===== src/rtl/i2cbm_pkg.sv =====
package i2cbm_pkg;
    localparam int REG_W  = 16;
    localparam int BYTE_W = 8;
    localparam int CMD_W  = 5;

    localparam logic [1:0] ADR_CFG = 2'd0;
    localparam logic [1:0] ADR_TX  = 2'd1;
    localparam logic [1:0] ADR_RX  = 2'd2;
    localparam logic [1:0] ADR_CMD = 2'd3;

    localparam int EN_POS   = 15;
    localparam int BUSY_POS = 14;
    localparam int NACK_POS = 13;

    typedef enum logic [1:0] {BIT_START, BIT_STOP, BIT_WR, BIT_RD} bit_op_e;
    typedef enum logic [2:0] {PH_IDLE, PH_A, PH_B, PH_C, PH_D} bit_ph_e;
    typedef enum logic [2:0] {SEQ_IDLE, SEQ_START, SEQ_DATA, SEQ_ACK, SEQ_STOP} seq_e;

    // command word bit 0 start, 1 stop, 2 read, 3 write, 4 ack level
    typedef struct packed {
        logic ack;
        logic wr;
        logic rd;
        logic stop;
        logic start;
    } cmd_t;
endpackage


===== src/rtl/i2cbm_qdiv.sv =====
module i2cbm_qdiv #(
    parameter int DIV_W = 8
) (
    input  logic             clk,
    input  logic             rst_n,
    input  logic             run,
    input  logic [DIV_W-1:0] div,
    output logic             tick
);
    logic [DIV_W-1:0] cnt;

    always_ff @(posedge clk or negedge rst_n) begin
        if (!rst_n) begin
            cnt <= '0;
        end else if (!run || cnt == div) begin
            cnt <= '0;
        end else begin
            cnt <= cnt + 1'b1;
        end
    end

    assign tick = run && (cnt == div);
endmodule


===== src/rtl/i2cbm_bit_fsm.sv =====
module i2cbm_bit_fsm
    import i2cbm_pkg::*;
(
    input  logic    clk,
    input  logic    rst_n,
    input  logic    en,
    input  logic    tick,
    input  logic    req,
    input  bit_op_e op,
    input  logic    din,
    input  logic    sda_in,
    output logic    idle,
    output logic    done,
    output logic    dout,
    output logic    scl_q,
    output logic    sda_q,
    output logic    edge_ok
);
    bit_ph_e state, nxt;
    bit_op_e op_q;

    always_comb begin
        nxt = state;
        unique case (state)
            PH_IDLE: if (req && en) nxt = PH_A;
            PH_A:    if (tick) nxt = PH_B;
            PH_B:    if (tick) nxt = PH_C;
            PH_C:    if (tick) nxt = PH_D;
            PH_D:    if (tick) nxt = PH_IDLE;
            default: nxt = PH_IDLE;
        endcase
    end

    always_ff @(posedge clk or negedge rst_n) begin
        if (!rst_n) state <= PH_IDLE;
        else        state <= nxt;
    end

    always_ff @(posedge clk or negedge rst_n) begin
        if (!rst_n) begin
            op_q  <= BIT_START;
            scl_q <= 1'b1;
            sda_q <= 1'b1;
            dout  <= 1'b1;
        end else if (!en) begin
            scl_q <= 1'b1;
            sda_q <= 1'b1;
        end else if (state == PH_IDLE && req) begin
            op_q <= op;
            unique case (op)
                BIT_START: sda_q <= 1'b1;
                BIT_STOP:  begin scl_q <= 1'b0; sda_q <= 1'b0; end
                BIT_WR:    begin scl_q <= 1'b0; sda_q <= din;  end
                BIT_RD:    begin scl_q <= 1'b0; sda_q <= 1'b1; end
                default:   sda_q <= 1'b1;
            endcase
        end else if (tick) begin
            unique case (state)
                PH_A: scl_q <= 1'b1;
                PH_B: begin
                    dout <= sda_in;
                    if (op_q == BIT_START)     sda_q <= 1'b0;
                    else if (op_q == BIT_STOP) sda_q <= 1'b1;
                end
                PH_C: if (op_q != BIT_STOP) scl_q <= 1'b0;
                default: ;
            endcase
        end
    end

    assign idle    = (state == PH_IDLE);
    assign done    = (state == PH_D) && tick;
    assign edge_ok = (state == PH_C) && (op_q == BIT_START || op_q == BIT_STOP);
endmodule


===== src/rtl/i2cbm_seq.sv =====
module i2cbm_seq
    import i2cbm_pkg::*;
(
    input  logic              clk,
    input  logic              rst_n,
    input  logic              go,
    input  cmd_t              cmd,
    input  logic [BYTE_W-1:0] tx,
    input  logic              eng_idle,
    input  logic              eng_done,
    input  logic              eng_dout,
    output logic              eng_req,
    output bit_op_e           eng_op,
    output logic              eng_din,
    output logic              active,
    output logic              rx_load,
    output logic [BYTE_W-1:0] rx_byte,
    output logic              ack_load,
    output logic              ack_val
);
    localparam int CNT_W = $clog2(BYTE_W);

    seq_e              state, nxt;
    cmd_t              cmd_q;
    logic [BYTE_W-1:0] shreg;
    logic [CNT_W-1:0]  bitcnt;

    always_comb begin
        nxt = state;
        unique case (state)
            SEQ_IDLE:
                if (go) begin
                    if (cmd.start)              nxt = SEQ_START;
                    else if (cmd.wr || cmd.rd)  nxt = SEQ_DATA;
                    else if (cmd.stop)          nxt = SEQ_STOP;
                end
            SEQ_START:
                if (eng_done) begin
                    if (cmd_q.wr || cmd_q.rd)   nxt = SEQ_DATA;
                    else if (cmd_q.stop)        nxt = SEQ_STOP;
                    else                        nxt = SEQ_IDLE;
                end
            SEQ_DATA:
                if (eng_done && bitcnt == CNT_W'(BYTE_W - 1)) nxt = SEQ_ACK;
            SEQ_ACK:
                if (eng_done) nxt = cmd_q.stop ? SEQ_STOP : SEQ_IDLE;
            SEQ_STOP:
                if (eng_done) nxt = SEQ_IDLE;
            default: nxt = SEQ_IDLE;
        endcase
    end

    always_ff @(posedge clk or negedge rst_n) begin
        if (!rst_n) state <= SEQ_IDLE;
        else        state <= nxt;
    end

    always_ff @(posedge clk or negedge rst_n) begin
        if (!rst_n) begin
            cmd_q  <= '0;
            shreg  <= '0;
            bitcnt <= '0;
        end else if (state == SEQ_IDLE && go) begin
            cmd_q  <= cmd;
            shreg  <= tx;
            bitcnt <= '0;
        end else if (state == SEQ_DATA && eng_done) begin
            shreg  <= {shreg[BYTE_W-2:0], eng_dout};
            bitcnt <= bitcnt + 1'b1;
        end
    end

    always_comb begin
        eng_op  = BIT_START;
        eng_din = 1'b1;
        unique case (state)
            SEQ_START: eng_op = BIT_START;
            SEQ_DATA: begin
                eng_op  = cmd_q.wr ? BIT_WR : BIT_RD;
                eng_din = shreg[BYTE_W-1];
            end
            SEQ_ACK: begin
                eng_op  = cmd_q.wr ? BIT_RD : BIT_WR;
                eng_din = cmd_q.ack;
            end
            SEQ_STOP: eng_op = BIT_STOP;
            default:  eng_op = BIT_START;
        endcase
    end

    assign active   = (state != SEQ_IDLE);
    assign eng_req  = active && eng_idle;
    assign rx_load  = (state == SEQ_ACK) && eng_done && !cmd_q.wr;
    assign rx_byte  = shreg;
    assign ack_load = (state == SEQ_ACK) && eng_done && cmd_q.wr;
    assign ack_val  = eng_dout;
endmodule


===== src/rtl/i2cbm_regs.sv =====
module i2cbm_regs
    import i2cbm_pkg::*;
#(
    parameter int DIV_W = 8
) (
    input  logic              clk,
    input  logic              rst_n,
    input  logic              wr,
    input  logic [1:0]        addr,
    input  logic [REG_W-1:0]  wdata,
    output logic [REG_W-1:0]  rdata,
    input  logic              active,
    input  logic              rx_load,
    input  logic [BYTE_W-1:0] rx_byte,
    input  logic              ack_load,
    input  logic              ack_val,
    output logic              en,
    output logic [DIV_W-1:0]  div,
    output logic [BYTE_W-1:0] tx,
    output cmd_t              pend,
    output logic              go,
    output logic              busy,
    output logic [BYTE_W-1:0] rx_q
);
    logic nack_q;
    logic unused_wbits;

    assign unused_wbits = ^wdata[REG_W-2:DIV_W];

    assign go   = en && (|pend) && !active;
    assign busy = active || (|pend);

    always_ff @(posedge clk or negedge rst_n) begin
        if (!rst_n) begin
            en     <= 1'b0;
            div    <= '0;
            tx     <= '0;
            pend   <= '0;
            rx_q   <= '0;
            nack_q <= 1'b0;
        end else begin
            if (go)       pend   <= '0;
            if (rx_load)  rx_q   <= rx_byte;
            if (ack_load) nack_q <= ack_val;
            if (wr) begin
                unique case (addr)
                    ADR_CFG: begin
                        div <= wdata[DIV_W-1:0];
                        en  <= wdata[EN_POS];
                    end
                    ADR_TX:  tx   <= wdata[BYTE_W-1:0];
                    ADR_CMD: pend <= cmd_t'(wdata[CMD_W-1:0]);
                    default: ;
                endcase
            end
        end
    end

    always_comb begin
        rdata = '0;
        unique case (addr)
            ADR_CFG: begin
                rdata[DIV_W-1:0] = div;
                rdata[EN_POS]    = en;
                rdata[BUSY_POS]  = busy;
                rdata[NACK_POS]  = nack_q;
            end
            ADR_TX:  rdata[BYTE_W-1:0] = tx;
            ADR_RX:  rdata[BYTE_W-1:0] = rx_q;
            ADR_CMD: rdata[CMD_W-1:0]  = pend;
            default: rdata = '0;
        endcase
    end
endmodule


===== src/rtl/i2c_byte_master.sv =====
module i2c_byte_master
    import i2cbm_pkg::*;
#(
    parameter int DIV_W = 8
) (
    input  logic             clk,
    input  logic             rst_n,
    input  logic             reg_wr,
    input  logic [1:0]       reg_addr,
    input  logic [REG_W-1:0] reg_wdata,
    output logic [REG_W-1:0] reg_rdata,
    input  logic             sda_in,
    output logic             scl_out,
    output logic             sda_out
);
    logic              cfg_en;
    logic [DIV_W-1:0]  cfg_div;
    logic [BYTE_W-1:0] tx_q;
    logic [BYTE_W-1:0] rx_q;
    logic [BYTE_W-1:0] rx_byte;
    cmd_t              pend;
    logic              go, busy;
    logic              seq_active, rx_load, ack_load, ack_val;
    logic              eng_req, eng_din, eng_idle, eng_done, eng_dout, eng_edge;
    bit_op_e           eng_op;
    logic              tick;

    i2cbm_regs #(.DIV_W(DIV_W)) u_regs (
        .clk(clk), .rst_n(rst_n), .wr(reg_wr), .addr(reg_addr),
        .wdata(reg_wdata), .rdata(reg_rdata), .active(seq_active),
        .rx_load(rx_load), .rx_byte(rx_byte), .ack_load(ack_load),
        .ack_val(ack_val), .en(cfg_en), .div(cfg_div), .tx(tx_q),
        .pend(pend), .go(go), .busy(busy), .rx_q(rx_q)
    );

    i2cbm_seq u_seq (
        .clk(clk), .rst_n(rst_n), .go(go), .cmd(pend), .tx(tx_q),
        .eng_idle(eng_idle), .eng_done(eng_done), .eng_dout(eng_dout),
        .eng_req(eng_req), .eng_op(eng_op), .eng_din(eng_din),
        .active(seq_active), .rx_load(rx_load), .rx_byte(rx_byte),
        .ack_load(ack_load), .ack_val(ack_val)
    );

    i2cbm_qdiv #(.DIV_W(DIV_W)) u_div (
        .clk(clk), .rst_n(rst_n), .run(!eng_idle), .div(cfg_div), .tick(tick)
    );

    i2cbm_bit_fsm u_bit (
        .clk(clk), .rst_n(rst_n), .en(cfg_en), .tick(tick), .req(eng_req),
        .op(eng_op), .din(eng_din), .sda_in(sda_in), .idle(eng_idle),
        .done(eng_done), .dout(eng_dout), .scl_q(scl_out), .sda_q(sda_out),
        .edge_ok(eng_edge)
    );
endmodule


===== config.mk =====
export PLATFORM = sky130hd
export DESIGN_NAME = i2c_byte_master
export DESIGN_NICKNAME = d
export VERILOG_FILES = /design/src/rtl/i2cbm_pkg.sv /design/src/rtl/i2cbm_qdiv.sv /design/src/rtl/i2cbm_bit_fsm.sv /design/src/rtl/i2cbm_seq.sv /design/src/rtl/i2cbm_regs.sv /design/src/rtl/i2c_byte_master.sv
export SDC_FILE = /design/constraint.sdc
export NUM_CORES = 1
export LEC_CHECK = 0
export BUFFER_PORTS_ARGS = -buffer_cell sky130_fd_sc_hd__buf_2
export CAP_MARGIN = 10
export CORE_UTILIZATION = 35
export DETAILED_ROUTE_END_ITERATION = 6
export SLEW_MARGIN = 10
export SYNTH_ARGS = -nofsm -noshare
export SYNTH_HDL_FRONTEND = slang
export SYNTH_HIERARCHICAL = 1
export SYNTH_SLANG_ARGS = --single-unit

===== constraint.sdc =====
create_clock -name clk -period 2.6 [get_ports clk]
set_input_delay 0.39 -clock clk [delete_from_list [all_inputs] [get_ports clk]]
set_output_delay 0.39 -clock clk [all_outputs]
set_load 0.005 [all_outputs]

Word level (Yosys, flattened, before mapping):

Cells that the tools add are included.

* register bits after elaboration: 65
* input port bits: 22
* word-level logic and storage cells: 144

* add/sub/neg operators: 2
* equal/unequal tests: 35
* muxes and demuxes: 45
* bitwise logic cells: 1
* reduce and logical (&&, ||, !) cells: 38

Operators by type and width (number)
* 2-to-1 mux 3 bit: 18
* one-hot mux 3 bit (5 select lines): 2
* 2-to-1 mux 8 bit: 3
* inequality test 2 x 1 -> 1 bit, second input constant: 11
* one-hot mux 5 bit (4 select lines): 1
* 2-to-1 mux 5 bit: 3
* logical AND 1 bit: 13
* 2-to-1 mux 1 bit: 13
* equality test 3 x 2 -> 1 bit, second input constant: 4
* equality test 3 bit, second input constant: 3
* one-hot mux 3 bit (3 select lines): 1
* adder 8 x 1 -> 8 bit, second input constant: 1
* equality test 2 bit, second input constant: 4
* equality test 8 bit: 1
* inequality test 4 x 1 -> 1 bit, second input constant: 2
* AND reduction 4 bit: 2
* equality test 2 x 1 -> 1 bit, second input constant: 3
* equality test 3 x 1 -> 1 bit, second input constant: 2
* logical NOT 2 bit: 3
* logical NOT 3 bit: 2
* inequality test 3 x 1 -> 1 bit, second input constant: 2
* one-hot mux 2 bit (3 select lines): 1
* AND reduction 2 bit: 3
* AND reduction 6 bit: 1
* 16 further kinds: 22

Logic depth before layout (Yosys ltp):

* depth in word-level cells: 7
* mapped depth: 10

Cells and area by module:

Netlist, hierarchy kept.

By module, submodules not included
* i2cbm_regs: instances 1, cells an instance 108, area an instance 1566.5 µm², seq. area each 775.7 µm²
* i2cbm_seq: instances 1, cells an instance 106, area an instance 991.0 µm², seq. area each 450.4 µm²
* i2cbm_bit_fsm: instances 1, cells an instance 59, area an instance 520.5 µm², seq. area each 203.9 µm²
* i2cbm_qdiv: instances 1, cells an instance 46, area an instance 500.5 µm², seq. area each 200.2 µm²
* i2c_byte_master: instances 1, cells an instance 1, area an instance 3.8 µm², seq. area each 0.0 µm²

Worst setup path before layout:

OpenSTA, ideal clock, no wires.

* path kind: reg2reg
* start: register u_regs.div[7]
* end: register u_regs.rx_q[0]
* arrival time: 2.397 ns
* required time: 2.475 ns
* setup slack: 0.078 ns
* cell stages (with the launch flop): 9
* path buffers: 1
* period minus slack after synthesis: 2.522 ns
* path through: dfrtp_1 > xor2_2 > nor4_2 > and3_1 > and3_1 > nand3_1 > nor2_1 > buf_2 > mux2_2

* word-level cells in the longest chain between the ends: 5

RTL lines
* start, declared: RTL line i2cbm_regs.sv:18 `output logic [DIV_W-1:0] div,`
* start signal, assigned: RTL line i2cbm_regs.sv:48 `div <= wdata[DIV_W-1:0];`
* equality test 8 bit: RTL line i2cbm_qdiv.sv:22 `assign tick = run && (cnt == div);`
* logical AND 1 bit: RTL line i2cbm_qdiv.sv:22
* via tick: RTL line i2c_byte_master.sv:26 `logic tick;`
* logical AND 1 bit: RTL line i2cbm_bit_fsm.sv:72 `assign done = (state == PH_D) && tick;`
* via eng_done: RTL line i2c_byte_master.sv:24 `logic eng_req, eng_din, eng_idle, eng_done, eng_dout, eng_edge;`
* logical AND 1 bit (2 in series): RTL line i2cbm_seq.sv:93 `assign rx_load = (state == SEQ_ACK) && eng_done && !cmd_q.wr;`
* via rx_load: RTL line i2c_byte_master.sv:23 `logic seq_active, rx_load, ack_load, ack_val;`
* end signal, assigned: RTL line i2cbm_regs.sv:43 `if (rx_load) rx_q <= rx_byte;`
* end, declared: RTL line i2cbm_regs.sv:23 `output logic [BYTE_W-1:0] rx_q`

The timed path passes the listed nets, and every way through them passes these cells.
A chain may end at the register's enable or synchronous reset.

Final worst setup path:

* start: register u_regs.div[7]
* end: register u_regs.rx_q[7]

Same word-level chain as after synthesis.

==> metrics.md <==
| Metric | Value |
|---|---|
| WL met2 | 3460 um |
| Clock share of power | 0.315 |
| Die Width | 103 um |
| Critical Path RT | 2820 ps |
| Post-route DRC | 0 |
| Critical path's most frequent cell | and3_1 |
| Final Hold Vio Count | 0 |
| Wire length on met1 | 3570 um |
| Final Max Tran Viols | 0 |
| Port Buf Inserts | 27 |
| Largest net degree at the start of global routing | 37 |
| Metal3 WL | 237 um |
| Status | complete, no violations |
| Psw | 1190 uW |
| Starting Density | 0.364 |
| RSZ-0062 raised after global routing | no |
| Clock buffer depth | 2 |
| Slowest stage cell, crit path | dfrtp_1 |
| Pleak | 0.00185 uW |
| Int Power | 2450 uW |
| Setup TNS | 0 ps |
| DP Worst Slack | 260 ps |
| Hpwl dp | 5370 um |
| Power density cells | 897 mW/mm2 |
| Post-cts hold buffer count | 0 |
| Max cap viols | 0 |
| Final period utilization | 0.903 |
| Delay-heaviest family, CP | simple AND/OR/NAND/NOR gates |
| Logic gate share of total power | 0.271 |
| Worst Hold Class | in -> async |
| Drt total wl | 7420 um |
| Worst path max stage delay | 430 ps |
| CTS tree | done |
| CP bufs+invs | 1 |
| Reg power frac | 0.414 |
| CP startpoint kind | flip-flop |
| Worst-Skew Late Latency | 340 ps |
| Gate Count Post-Synth | 318 |
| Drt initial violations | 117 |
| Post-route clock skew | 11.7 ps |
| Worst reg2reg endpoint | u_regs/rx_q[7] |
| Resized cells post-CTS | 0 |
| Syn-to-layout area delta | 13.7% |
| R2R cell count | 8 |
| Post-CTS Repair Setup Buffers | 0 |
| Clock Sinks | 65 |
| Worst slew margin | 0.661 |
| Critical Path AT | 2570 ps |
| Mean Syn Cell Area | 11.2 um2 |
| DR pass1 iterations | 4 |
| Vias per std cell | 5.11 |
| IO Pins | 40 |
| Worst Setup End Kind | flip-flop |
| Die area | 0.0106 mm2 |
| Setup CP Type | reg -> reg |
| Peak Freq | 0.426 GHz |
| Die height | 103 um |
| Sw frac | 0.327 |
| Share of layout cells above drive strength 1 | 0.298 |
| Initial antenna violation count | 0 |
| Core ar. | 0.00982 mm2 |
| R2r setup slk | 250 ps |
| Clock input transition at the sequential cells of the worst setup and hold paths | 80 ps |
| PnR worst setup slack | 252 ps |
| Yosys warnings | 6 |
| Clk root buf | clkbuf_8 |
| Fin nets | 379 |
| Placer congestion estimate | 0.752 |
| Peak supply drop | 0.000369 V |
| Post-DRT Antenna Nets | 0 |
| First-pass GRT wire length | 12,400 um |
| Vias in the first global route | 2,441 |
| CTS H-Tree Depth | 3 |
| Crit Path Max Fanout | 8 |
| GRT Residual Overflow | 0 |
| Worst-Margin Slew | 508 ps |
| Gr usage total | 0.156 |
| # diodes | 0 |
| Top Layer Used | met4 |
| Critical-path cell list | xor2_2, nor4_2, and3_1, and3_1, nand3_1, nor2_1, buf_4, mux2_2 |
| # rows | 36 |
| Via Count | 2,500 |
| CTS buffer count | 9 |
| Average wire per standard cell | 15.2 um |
| Worst setup startpoint | u_regs/div[7] |
| FILL cells | 975 |
| Final setup vio count | 0 |
| Reg2Reg Launch Point | u_regs/div[7] |
| Synthesized area | 0.00357 mm2 |
| Tmin final | 2350 ps |
-- placed cells by master, fill, tap and decap left out, types with 4 or more instances in the layout --
master      n
a211oi_1    6
a21oi_1     5
a221oi_1    4
a22oi_1     7
and3_1      5
buf_2      27
buf_4      13
bufinv_16   4
clkbuf_8    9
conb_1      5
dfrtp_1    62
ha_1        6
inv_1      21
mux2_2     18
mux2_4     10
mux2i_1     5
mux4_2      5
nand2_1    30
nand2b_1    4
nand3_1     9
nand4_1     6
nor2_1     10
o21ai_0    10
o21ai_1     9
o2bb2ai_1   4
o31ai_1     5
xor2_1      9
-- sequential cells by signal, indices dropped and copies added (netlist names) --
signal,cells
u_bit/sda_q,1
u_bit/op_q,2
u_regs/nack_q,1
u_regs/en,1
u_bit/state,3
u_regs/div,8
u_bit/scl_q,1
u_seq/state,3
u_div/cnt,8
u_regs/rx_q,8
u_regs/tx,8
u_seq/cmd_q,4
u_bit/dout,1
u_regs/pend,5
u_seq/rx_byte,8
u_seq/bitcnt,3
-- cell type report --
| class | count | area, um2 | share of cell area |
|---|---|---|---|
| sequential | 65 | 1630 | 0.401 |
| timing repair buffer | 41 | 253 | 0.0622 |
| clock inverter | 7 | 141 | 0.0348 |
| inverter | 21 | 78.8 | 0.0194 |
| tap | 133 | 166 | 0.0410 |
| multi-input combinational | 213 | 1670 | 0.411 |
| clock buffer | 9 | 124 | 0.0305 |
-- worst max-delay path by stage --
stage / slack, ps / to / cells past startpoint
6_report: 250 / u_regs/rx_q[7] / 8
5_1_grt: 120 / u_regs/rx_q[1] / 8
4_1_cts: 240 / u_regs/rx_q[7] / 8
3_5_place_dp: 260 / u_regs/rx_q[7] / 8
3_3_place_gp: 310 / u_regs/rx_q[5] / 8
2_1_floorplan: 80 / u_regs/rx_q[0] / 8
-- routing by layer --
layer / track usage / up-vias
met1: 0.226 / 1233
met3: 0.0237 / 10
li1: - / 1194
met4: 0.0672 / 0
met2: 0.232 / 63
met5: 0 / -
-- stage by stage --
| step | instance area (um2) | hold slack (ps) | util | instances | total power, uW |
|---|---|---|---|---|---|
| global route | 4060 | 103 | 0.414 | 489 | 3890 |
| CTS | 4060 | 65.6 | 0.414 | 489 | 3680 |
| floorplan | 3590 | 94.4 | - | 322 | 2250 |
| global placement | 3800 | 434 | 0.387 | 473 | 2480 |
| detailed placement | 3800 | 434 | 0.387 | 473 | 2510 |
| finish | 4060 | 59.9 | 0.414 | 489 | 3650 |
-- power by group through the flow --
| stage | Combinational (uW) | Sequential (uW) | Clock [uW] |
|---|---|---|---|
| after global routing | 1130 | 1550 | 1210 |
| after detailed placement | 988 | 1530 | 0 |
| after floorplan | 850 | 1400 | 0 |
| after CTS | 998 | 1510 | 1170 |
| after global placement | 963 | 1520 | 0 |
| final | 989 | 1510 | 1150 |
Note: power is estimated with default switching activity, not from simulation.
